--- src/rtl/nvs_pkg.sv ---
package nvs_pkg;
  typedef enum logic [1:0] {
    ST_WAIT   = 2'd0,
    ST_RECALL = 2'd1,
    ST_READY  = 2'd2,
    ST_STORE  = 2'd3
  } nvs_state_e;
endpackage

--- src/rtl/nvs_spram.sv ---
// Single-port synchronous memory, read-first, registered read port.
module nvs_spram #(
  parameter int AW = 3,
  parameter int DW = 8
) (
  input  logic          clk,
  input  logic          en,
  input  logic          we,
  input  logic [AW-1:0] addr,
  input  logic [DW-1:0] wdata,
  output logic [DW-1:0] rdata
);
  localparam int DEPTH = 1 << AW;

  logic [DW-1:0] mem [DEPTH];

  always_ff @(posedge clk) begin
    if (en) begin
      if (we) mem[addr] <= wdata;
      rdata <= mem[addr];
    end
  end
endmodule

--- src/rtl/nvs_seq.sv ---
// Sequencer: power tracking, pending-restore latch, dirty mark, phase timer.
module nvs_seq
  import nvs_pkg::*;
#(
  parameter int T_STORE  = 12,
  parameter int T_RECALL = 20,
  parameter int CW       = 5
) (
  input  logic          clk,
  input  logic          rst,
  input  logic          pwr_ok,
  input  logic          pwr_low,
  input  logic          sw_store,
  input  logic          acc_wr,
  output nvs_state_e    state,
  output logic [CW-1:0] cnt,
  output logic          busy,
  output logic          dirty
);
  localparam logic [CW-1:0] STO_LAST = CW'(T_STORE - 1);
  localparam logic [CW-1:0] REC_LAST = CW'(T_RECALL - 1);

  nvs_state_e    state_q, state_n;
  logic [CW-1:0] cnt_q, cnt_n;
  logic          pend_q, pend_n;
  logic          dirty_q, dirty_n;
  logic          pwr_ok_q;
  logic          busy_q;
  logic          fall;

  always_comb begin
    fall    = pwr_ok_q & ~pwr_ok;
    pend_n  = pend_q | pwr_low;
    dirty_n = dirty_q | acc_wr;
    state_n = state_q;
    cnt_n   = cnt_q + CW'(1);
    unique case (state_q)
      ST_WAIT: begin
        cnt_n = '0;
        if (pwr_ok && !pwr_low) begin
          state_n = ST_RECALL;
          pend_n  = 1'b0;
        end
      end
      ST_RECALL: begin
        if (cnt_q == REC_LAST) begin
          cnt_n   = '0;
          dirty_n = 1'b0;
          state_n = pend_n ? ST_WAIT : ST_READY;
        end
      end
      ST_READY: begin
        cnt_n = '0;
        if (fall && dirty_n)          state_n = ST_STORE;
        else if (pend_n)              state_n = ST_WAIT;
        else if (sw_store && pwr_ok)  state_n = ST_STORE;
      end
      ST_STORE: begin
        if (cnt_q == STO_LAST) begin
          cnt_n   = '0;
          dirty_n = 1'b0;
          state_n = pend_n ? ST_WAIT : ST_READY;
        end
      end
      default: state_n = ST_WAIT;
    endcase
  end

  always_ff @(posedge clk) begin
    if (rst) begin
      state_q  <= ST_WAIT;
      cnt_q    <= '0;
      pend_q   <= 1'b1;
      dirty_q  <= 1'b0;
      pwr_ok_q <= 1'b0;
      busy_q   <= 1'b1;
    end else begin
      state_q  <= state_n;
      cnt_q    <= cnt_n;
      pend_q   <= pend_n;
      dirty_q  <= dirty_n;
      pwr_ok_q <= pwr_ok;
      busy_q   <= (state_n != ST_READY);
    end
  end

  assign state = state_q;
  assign cnt   = cnt_q;
  assign busy  = busy_q;
  assign dirty = dirty_q;
endmodule

--- src/rtl/nvs_xfer.sv ---
// Port steering for both arrays: host access, restore (clear then copy), backup.
module nvs_xfer
  import nvs_pkg::*;
#(
  parameter int AW = 3,
  parameter int DW = 8,
  parameter int CW = 5
) (
  input  nvs_state_e    state,
  input  logic [CW-1:0] cnt,
  input  logic          acc,
  input  logic          req_we,
  input  logic [AW-1:0] req_addr,
  input  logic [DW-1:0] req_wdata,
  input  logic [DW-1:0] s_rdata,
  input  logic [DW-1:0] h_rdata,
  output logic          s_en,
  output logic          s_we,
  output logic [AW-1:0] s_addr,
  output logic [DW-1:0] s_wdata,
  output logic          h_en,
  output logic          h_we,
  output logic [AW-1:0] h_addr,
  output logic [DW-1:0] h_wdata
);
  localparam int            DEPTH = 1 << AW;
  localparam logic [CW-1:0] D_C   = CW'(DEPTH);
  localparam logic [CW-1:0] D_P1  = CW'(DEPTH + 1);
  localparam logic [CW-1:0] D_X2  = CW'(2 * DEPTH);

  always_comb begin
    s_en = 1'b0; s_we = 1'b0; s_addr = '0; s_wdata = '0;
    h_en = 1'b0; h_we = 1'b0; h_addr = '0; h_wdata = '0;
    unique case (state)
      ST_READY: begin
        s_en    = acc;
        s_we    = acc & req_we;
        s_addr  = req_addr;
        s_wdata = req_wdata;
      end
      ST_RECALL: begin
        if (cnt < D_C) begin
          // phase one: zero each word
          s_en   = 1'b1;
          s_we   = 1'b1;
          s_addr = cnt[AW-1:0];
        end else begin
          // phase two: shadow read issued one cycle ahead of the SRAM write
          if (cnt < D_X2) begin
            h_en   = 1'b1;
            h_addr = AW'(cnt - D_C);
          end
          if (cnt > D_C && cnt <= D_X2) begin
            s_en    = 1'b1;
            s_we    = 1'b1;
            s_addr  = AW'(cnt - D_P1);
            s_wdata = h_rdata;
          end
        end
      end
      ST_STORE: begin
        if (cnt < D_C) begin
          s_en   = 1'b1;
          s_addr = cnt[AW-1:0];
        end
        if (cnt != '0 && cnt <= D_C) begin
          h_en    = 1'b1;
          h_we    = 1'b1;
          h_addr  = AW'(cnt - CW'(1));
          h_wdata = s_rdata;
        end
      end
      default: ;
    endcase
  end
endmodule

--- src/rtl/nvs_ctrl.sv ---
module nvs_ctrl
  import nvs_pkg::*;
#(
  parameter int AW       = 3,
  parameter int DW       = 8,
  parameter int T_STORE  = 12,   // >= 2**AW + 1
  parameter int T_RECALL = 20    // >= 2 * 2**AW + 1
) (
  input  logic          clk,
  input  logic          rst,
  input  logic          pwr_ok,
  input  logic          pwr_low,
  input  logic          sw_store,
  input  logic          req_valid,
  input  logic          req_we,
  input  logic [AW-1:0] req_addr,
  input  logic [DW-1:0] req_wdata,
  output logic          busy,
  output logic          rsp_ready,
  output logic [DW-1:0] rsp_rdata
);
  localparam int TMAX = (T_STORE > T_RECALL) ? T_STORE : T_RECALL;
  localparam int CW   = $clog2(TMAX + 1);

  nvs_state_e    seq_state;
  logic [CW-1:0] seq_cnt;
  logic          seq_busy, seq_dirty;
  logic          acc;
  logic          s_en, s_we, h_en, h_we;
  logic [AW-1:0] s_addr, h_addr;
  logic [DW-1:0] s_wdata, h_wdata, s_rdata, h_rdata;
  logic          rsp_q;

  assign acc = req_valid & ~seq_busy;

  nvs_seq #(.T_STORE(T_STORE), .T_RECALL(T_RECALL), .CW(CW)) u_seq (
    .clk(clk), .rst(rst), .pwr_ok(pwr_ok), .pwr_low(pwr_low),
    .sw_store(sw_store), .acc_wr(acc & req_we),
    .state(seq_state), .cnt(seq_cnt), .busy(seq_busy), .dirty(seq_dirty)
  );

  nvs_xfer #(.AW(AW), .DW(DW), .CW(CW)) u_xfer (
    .state(seq_state), .cnt(seq_cnt), .acc(acc), .req_we(req_we),
    .req_addr(req_addr), .req_wdata(req_wdata),
    .s_rdata(s_rdata), .h_rdata(h_rdata),
    .s_en(s_en), .s_we(s_we), .s_addr(s_addr), .s_wdata(s_wdata),
    .h_en(h_en), .h_we(h_we), .h_addr(h_addr), .h_wdata(h_wdata)
  );

  nvs_spram #(.AW(AW), .DW(DW)) u_sram (
    .clk(clk), .en(s_en), .we(s_we), .addr(s_addr),
    .wdata(s_wdata), .rdata(s_rdata)
  );

  nvs_spram #(.AW(AW), .DW(DW)) u_shadow (
    .clk(clk), .en(h_en), .we(h_we), .addr(h_addr),
    .wdata(h_wdata), .rdata(h_rdata)
  );

  always_ff @(posedge clk) begin
    if (rst) rsp_q <= 1'b0;
    else     rsp_q <= acc;
  end

  assign busy      = seq_busy;
  assign rsp_ready = rsp_q;
  assign rsp_rdata = s_rdata;
endmodule

--- config.mk ---
export PLATFORM = sky130hd
export DESIGN_NAME = nvs_ctrl
export DESIGN_NICKNAME = d
export VERILOG_FILES = /design/src/rtl/nvs_pkg.sv /design/src/rtl/nvs_spram.sv /design/src/rtl/nvs_seq.sv /design/src/rtl/nvs_xfer.sv /design/src/rtl/nvs_ctrl.sv
export SDC_FILE = /design/constraint.sdc
export NUM_CORES = 1
export LEC_CHECK = 0
export BUFFER_PORTS_ARGS = -buffer_cell sky130_fd_sc_hd__buf_2
export CORE_ASPECT_RATIO = 0.9
export CORE_MARGIN = 2
export CORE_UTILIZATION = 64
export CTS_BUF_LIST = sky130_fd_sc_hd__clkbuf_16
export CTS_CLUSTER_SIZE = 20
export DETAILED_ROUTE_END_ITERATION = 7
export PLACE_DENSITY = 0.82
export SLEW_MARGIN = 10
export SYNTH_ARGS = -nofsm -noshare
export SYNTH_HDL_FRONTEND = slang
export SYNTH_HIERARCHICAL = 1
export SYNTH_SLANG_ARGS = --single-unit
--- constraint.sdc ---
create_clock -name clk -period 6.4 [get_ports clk]
set_input_delay 1.92 -clock clk [delete_from_list [all_inputs] [get_ports clk]]
set_output_delay 1.92 -clock clk [all_outputs]
set_load 0.005 [all_outputs]
==> metrics.cfg <==
[sta]
timing.final.crit_share = 0.6879
maxSlewViolCount = 0
fin_worst_skew_ps = 7.347
tightest_slew_ps = 1117
rsz0062_at_grt = false
slew_headroom = 0.2497
totalNegativeSetupSlack_ps = 0
fmax_mhz = 227.1
period_needed_ps = 4403
setup_violations = 0
final_hold_viol_count = 0
hold_ws_ps = 472.8

[synthesis]
syn_area_per_cell_um2 = 17.96
synthTopCellsByArea = edfxtp_1 66%, mux4_2 6.2%, mux4_1 4.0%
mappedNetlistArea_um2 = 6556
dominantRegCellSynth = edfxtp_1
synth_edf_count = 144
yosysSeqAreaShare = 0.6962
ys_ff_latch = 156
yosys_warnings = 6
syn_nets = 390
synth_top_area_frac = 0.6595
ys_types = 55
synthCells = 365
synth_top_cell_by_area = edfxtp_1
synth-async-reset-ratio = 0

[final_layout]
nets = 428
layout-drive-gt1-share = 0.2596
fin_cells = 545
area_growth_pct = 12.65
diodes = 0
final_core_util = 0.7301

[floorplan]
fp.coreArea_um2 = 10120
num_rows = 35
die_h_um = 100.0
ios = 28
die_width_um = 110.7
die_area_um2 = 11070
initial_core_util = 0.6481

[placement]
hpwlAfterDp_um = 8788
portBuffers = 27
gp_congestion = 0.8788
place_inst = 513

[clock_network]
cts_buffer_depth = 2
cts-buffers-inserted = 17
clockRootBuffer = clkbuf_16
cts_max_level = 4
cts_sinks = 156
tritoncts = done
cts_setup_buffers = 0
clk_latency_ps = 420
clk_pin_slew_ps = 60
postCtsHoldBufs = 0
cts_resized = 0

[routing]
drc_errors = 0
vias = 3603
avgViaCountPerCell = 6.611
drtPass1Iterations = 5
antenna_left = 0
wl_per_cell_um = 25.10
routed_wl_um = 13680
drt_iter0_markers = 623

[grt]
globalRouteTotalUtil = 0.2663
grt_pass1_vias = 3489
grt_max_degree = 22
antenna_found_initial = 0
overflow = 0
grt_pass1_wl_um = 20780

[critical_path]
required_ps = 6440
max_stage_delay_ps = 960
cp.arrival_ps = 4440
worstSetupPathType = in2reg
crit_buf_inv = 1
end_kind = flip-flop
cpMaxStageDelayCell = nor3_1
cp-start-kind = primary input
cp_max_fo = 10
crit_path_cell_trace = buf_2, nor2b_1, nand2_1, a21oi_1, nand3_1, nor3_1
crit_family = simple AND/OR/NAND/NOR gates

[run_status]
outcome = complete, no violations

[job]
cap_violations = 0

[hold_path]
hp-class = reg2reg

[pwr]
ir_drop_v = 0.0002220
powerDensity_nw_per_um2 = 278.0
p_leak_nw = 2.083

## placed cells by master, fill, tap and decap left out, types with 7 or more instances in the layout
master	count
a32oi_1	10
and2_1	9
buf_2	27
clkbuf_16	17
dfxtp_1	12
edfxtp_1	144
ha_1	7
mux2_2	14
mux4_1	10
mux4_2	18
nand2_1	9
nand2b_1	10
nor2_1	21
nor2b_1	11
## synth_stat cells (2+ instances only)
master,n
nand3_1,6
buf_4,2
mux2i_1,7
mux2_2,14
edfxtp_1,144
dfxtp_1,12
nor2_1,21
ha_1,7
clkbuf_1,2
xor2_1,2
nand2_1,9
buf_6,2
buf_2,8
o31ai_1,4
nor3b_1,3
a21oi_1,3
mux4_1,10
nor3_1,5
o22ai_1,3
nand3b_1,4
a32oi_1,10
xnor2_1,3
or3_1,2
mux4_2,18
and2_1,9
nor2b_1,11
inv_1,5
nand2b_1,10
nand4b_1,2
a31oi_1,2
## area by class of cell
type / instances / area, µm²
Fill cell: 589 / 2730
Clock buffer: 17 / 425.4
Tap cell: 129 / 161.4
Multi-Input combinational cell: 189 / 1906
Timing Repair Buffer: 33 / 180.2
Sequential cell: 156 / 4564
Inverter: 6 / 25.02
Clock inverter: 15 / 123.9
## power breakdown
| part | internal [mW] | switching (mW) | leakage (nW) |
|---|---|---|---|
| clock network | 0.532 | 0.390 | 0.262 |
| registers | 1.10 | 0.00276 | 1.28 |
| logic | 0.0128 | 0.0164 | 0.542 |
## sequential cells by signal, summed over array words and instances, names as in the netlist
name / count
rsp_ready: 1
u_seq/busy: 1
u_seq/cnt: 5
u_seq/dirty: 1
u_seq/pend_q: 1
u_seq/pwr_ok_q: 1
u_seq/state: 2
u_shadow/mem: 64
u_shadow/rdata: 8
u_sram/mem: 64
u_sram/rdata: 8
## routing by layer
| layer | vias to the layer above | GRT usage | part of all wire | routed length (µm) |
|---|---|---|---|---|
| met5 | - | 0 | 0 | 0 |
| met4 | 0 | 0.1115 | 0.025 | 342 |
| met3 | 23 | 0.08937 | 0.097 | 1329 |
| met2 | 208 | 0.3983 | 0.47 | 6418 |
| met1 | 1823 | 0.3677 | 0.41 | 5586 |
| li1 | 1549 | - | - | - |
## worst reg2reg max path: cells and delay by family, from the launching register on
| family | cells | cell delay (ps) |
|---|---|---|
| AND/OR/NAND/NOR | 3 | 1630 |
| AO/OA/AOI/OAI | 2 | 1020 |
| adder cells (fa/ha/maj) | 1 | 540 |
| flip-flops | 1 | 510 |
## worst paths after layout
kind | startpoint | slack [ps] | to | cells past startpoint
max reg2reg | u_seq/state[0]$_SDFF_PP0_ | 2330 | u_sram/mem[4][2]$_DFFE_PP_ | 6
min | u_seq/busy$_SDFF_PP1_ | 470 | rsp_ready$_SDFF_PP0_ | 1
min reg2reg | u_seq/busy$_SDFF_PP1_ | 470 | rsp_ready$_SDFF_PP0_ | 1
max | req_valid | 2000 | u_sram/mem[4][2]$_DFFE_PP_ | 6
## per-stage QoR
| step | instance area, µm² | total power, mW | setup slack [ps] |
|---|---|---|---|
| 2_1_floorplan | 6556 | 1.137 | 2467 |
| 3_3_place_gp | 6837 | 1.151 | 1942 |
| 3_5_place_dp | 6837 | 1.151 | 1755 |
| 4_1_cts | 7386 | 2.068 | 2137 |
| 5_1_grt | 7386 | 2.107 | 1916 |
| 6_report | 7386 | 2.053 | 1997 |
## cell families after synthesis
| family | synth area share |
|---|---|
| DFF | 0.6962 |
| and+or+nand+nor | 0.08626 |
| muxes | 0.1401 |
| AOI/OAI and AO/OA | 0.04065 |
| buffers and inverters | 0.01679 |
| adders and majority gates | 0.01336 |
| xor gates and xnor gates | 0.006681 |
Power figures use the tool's default switching activity.
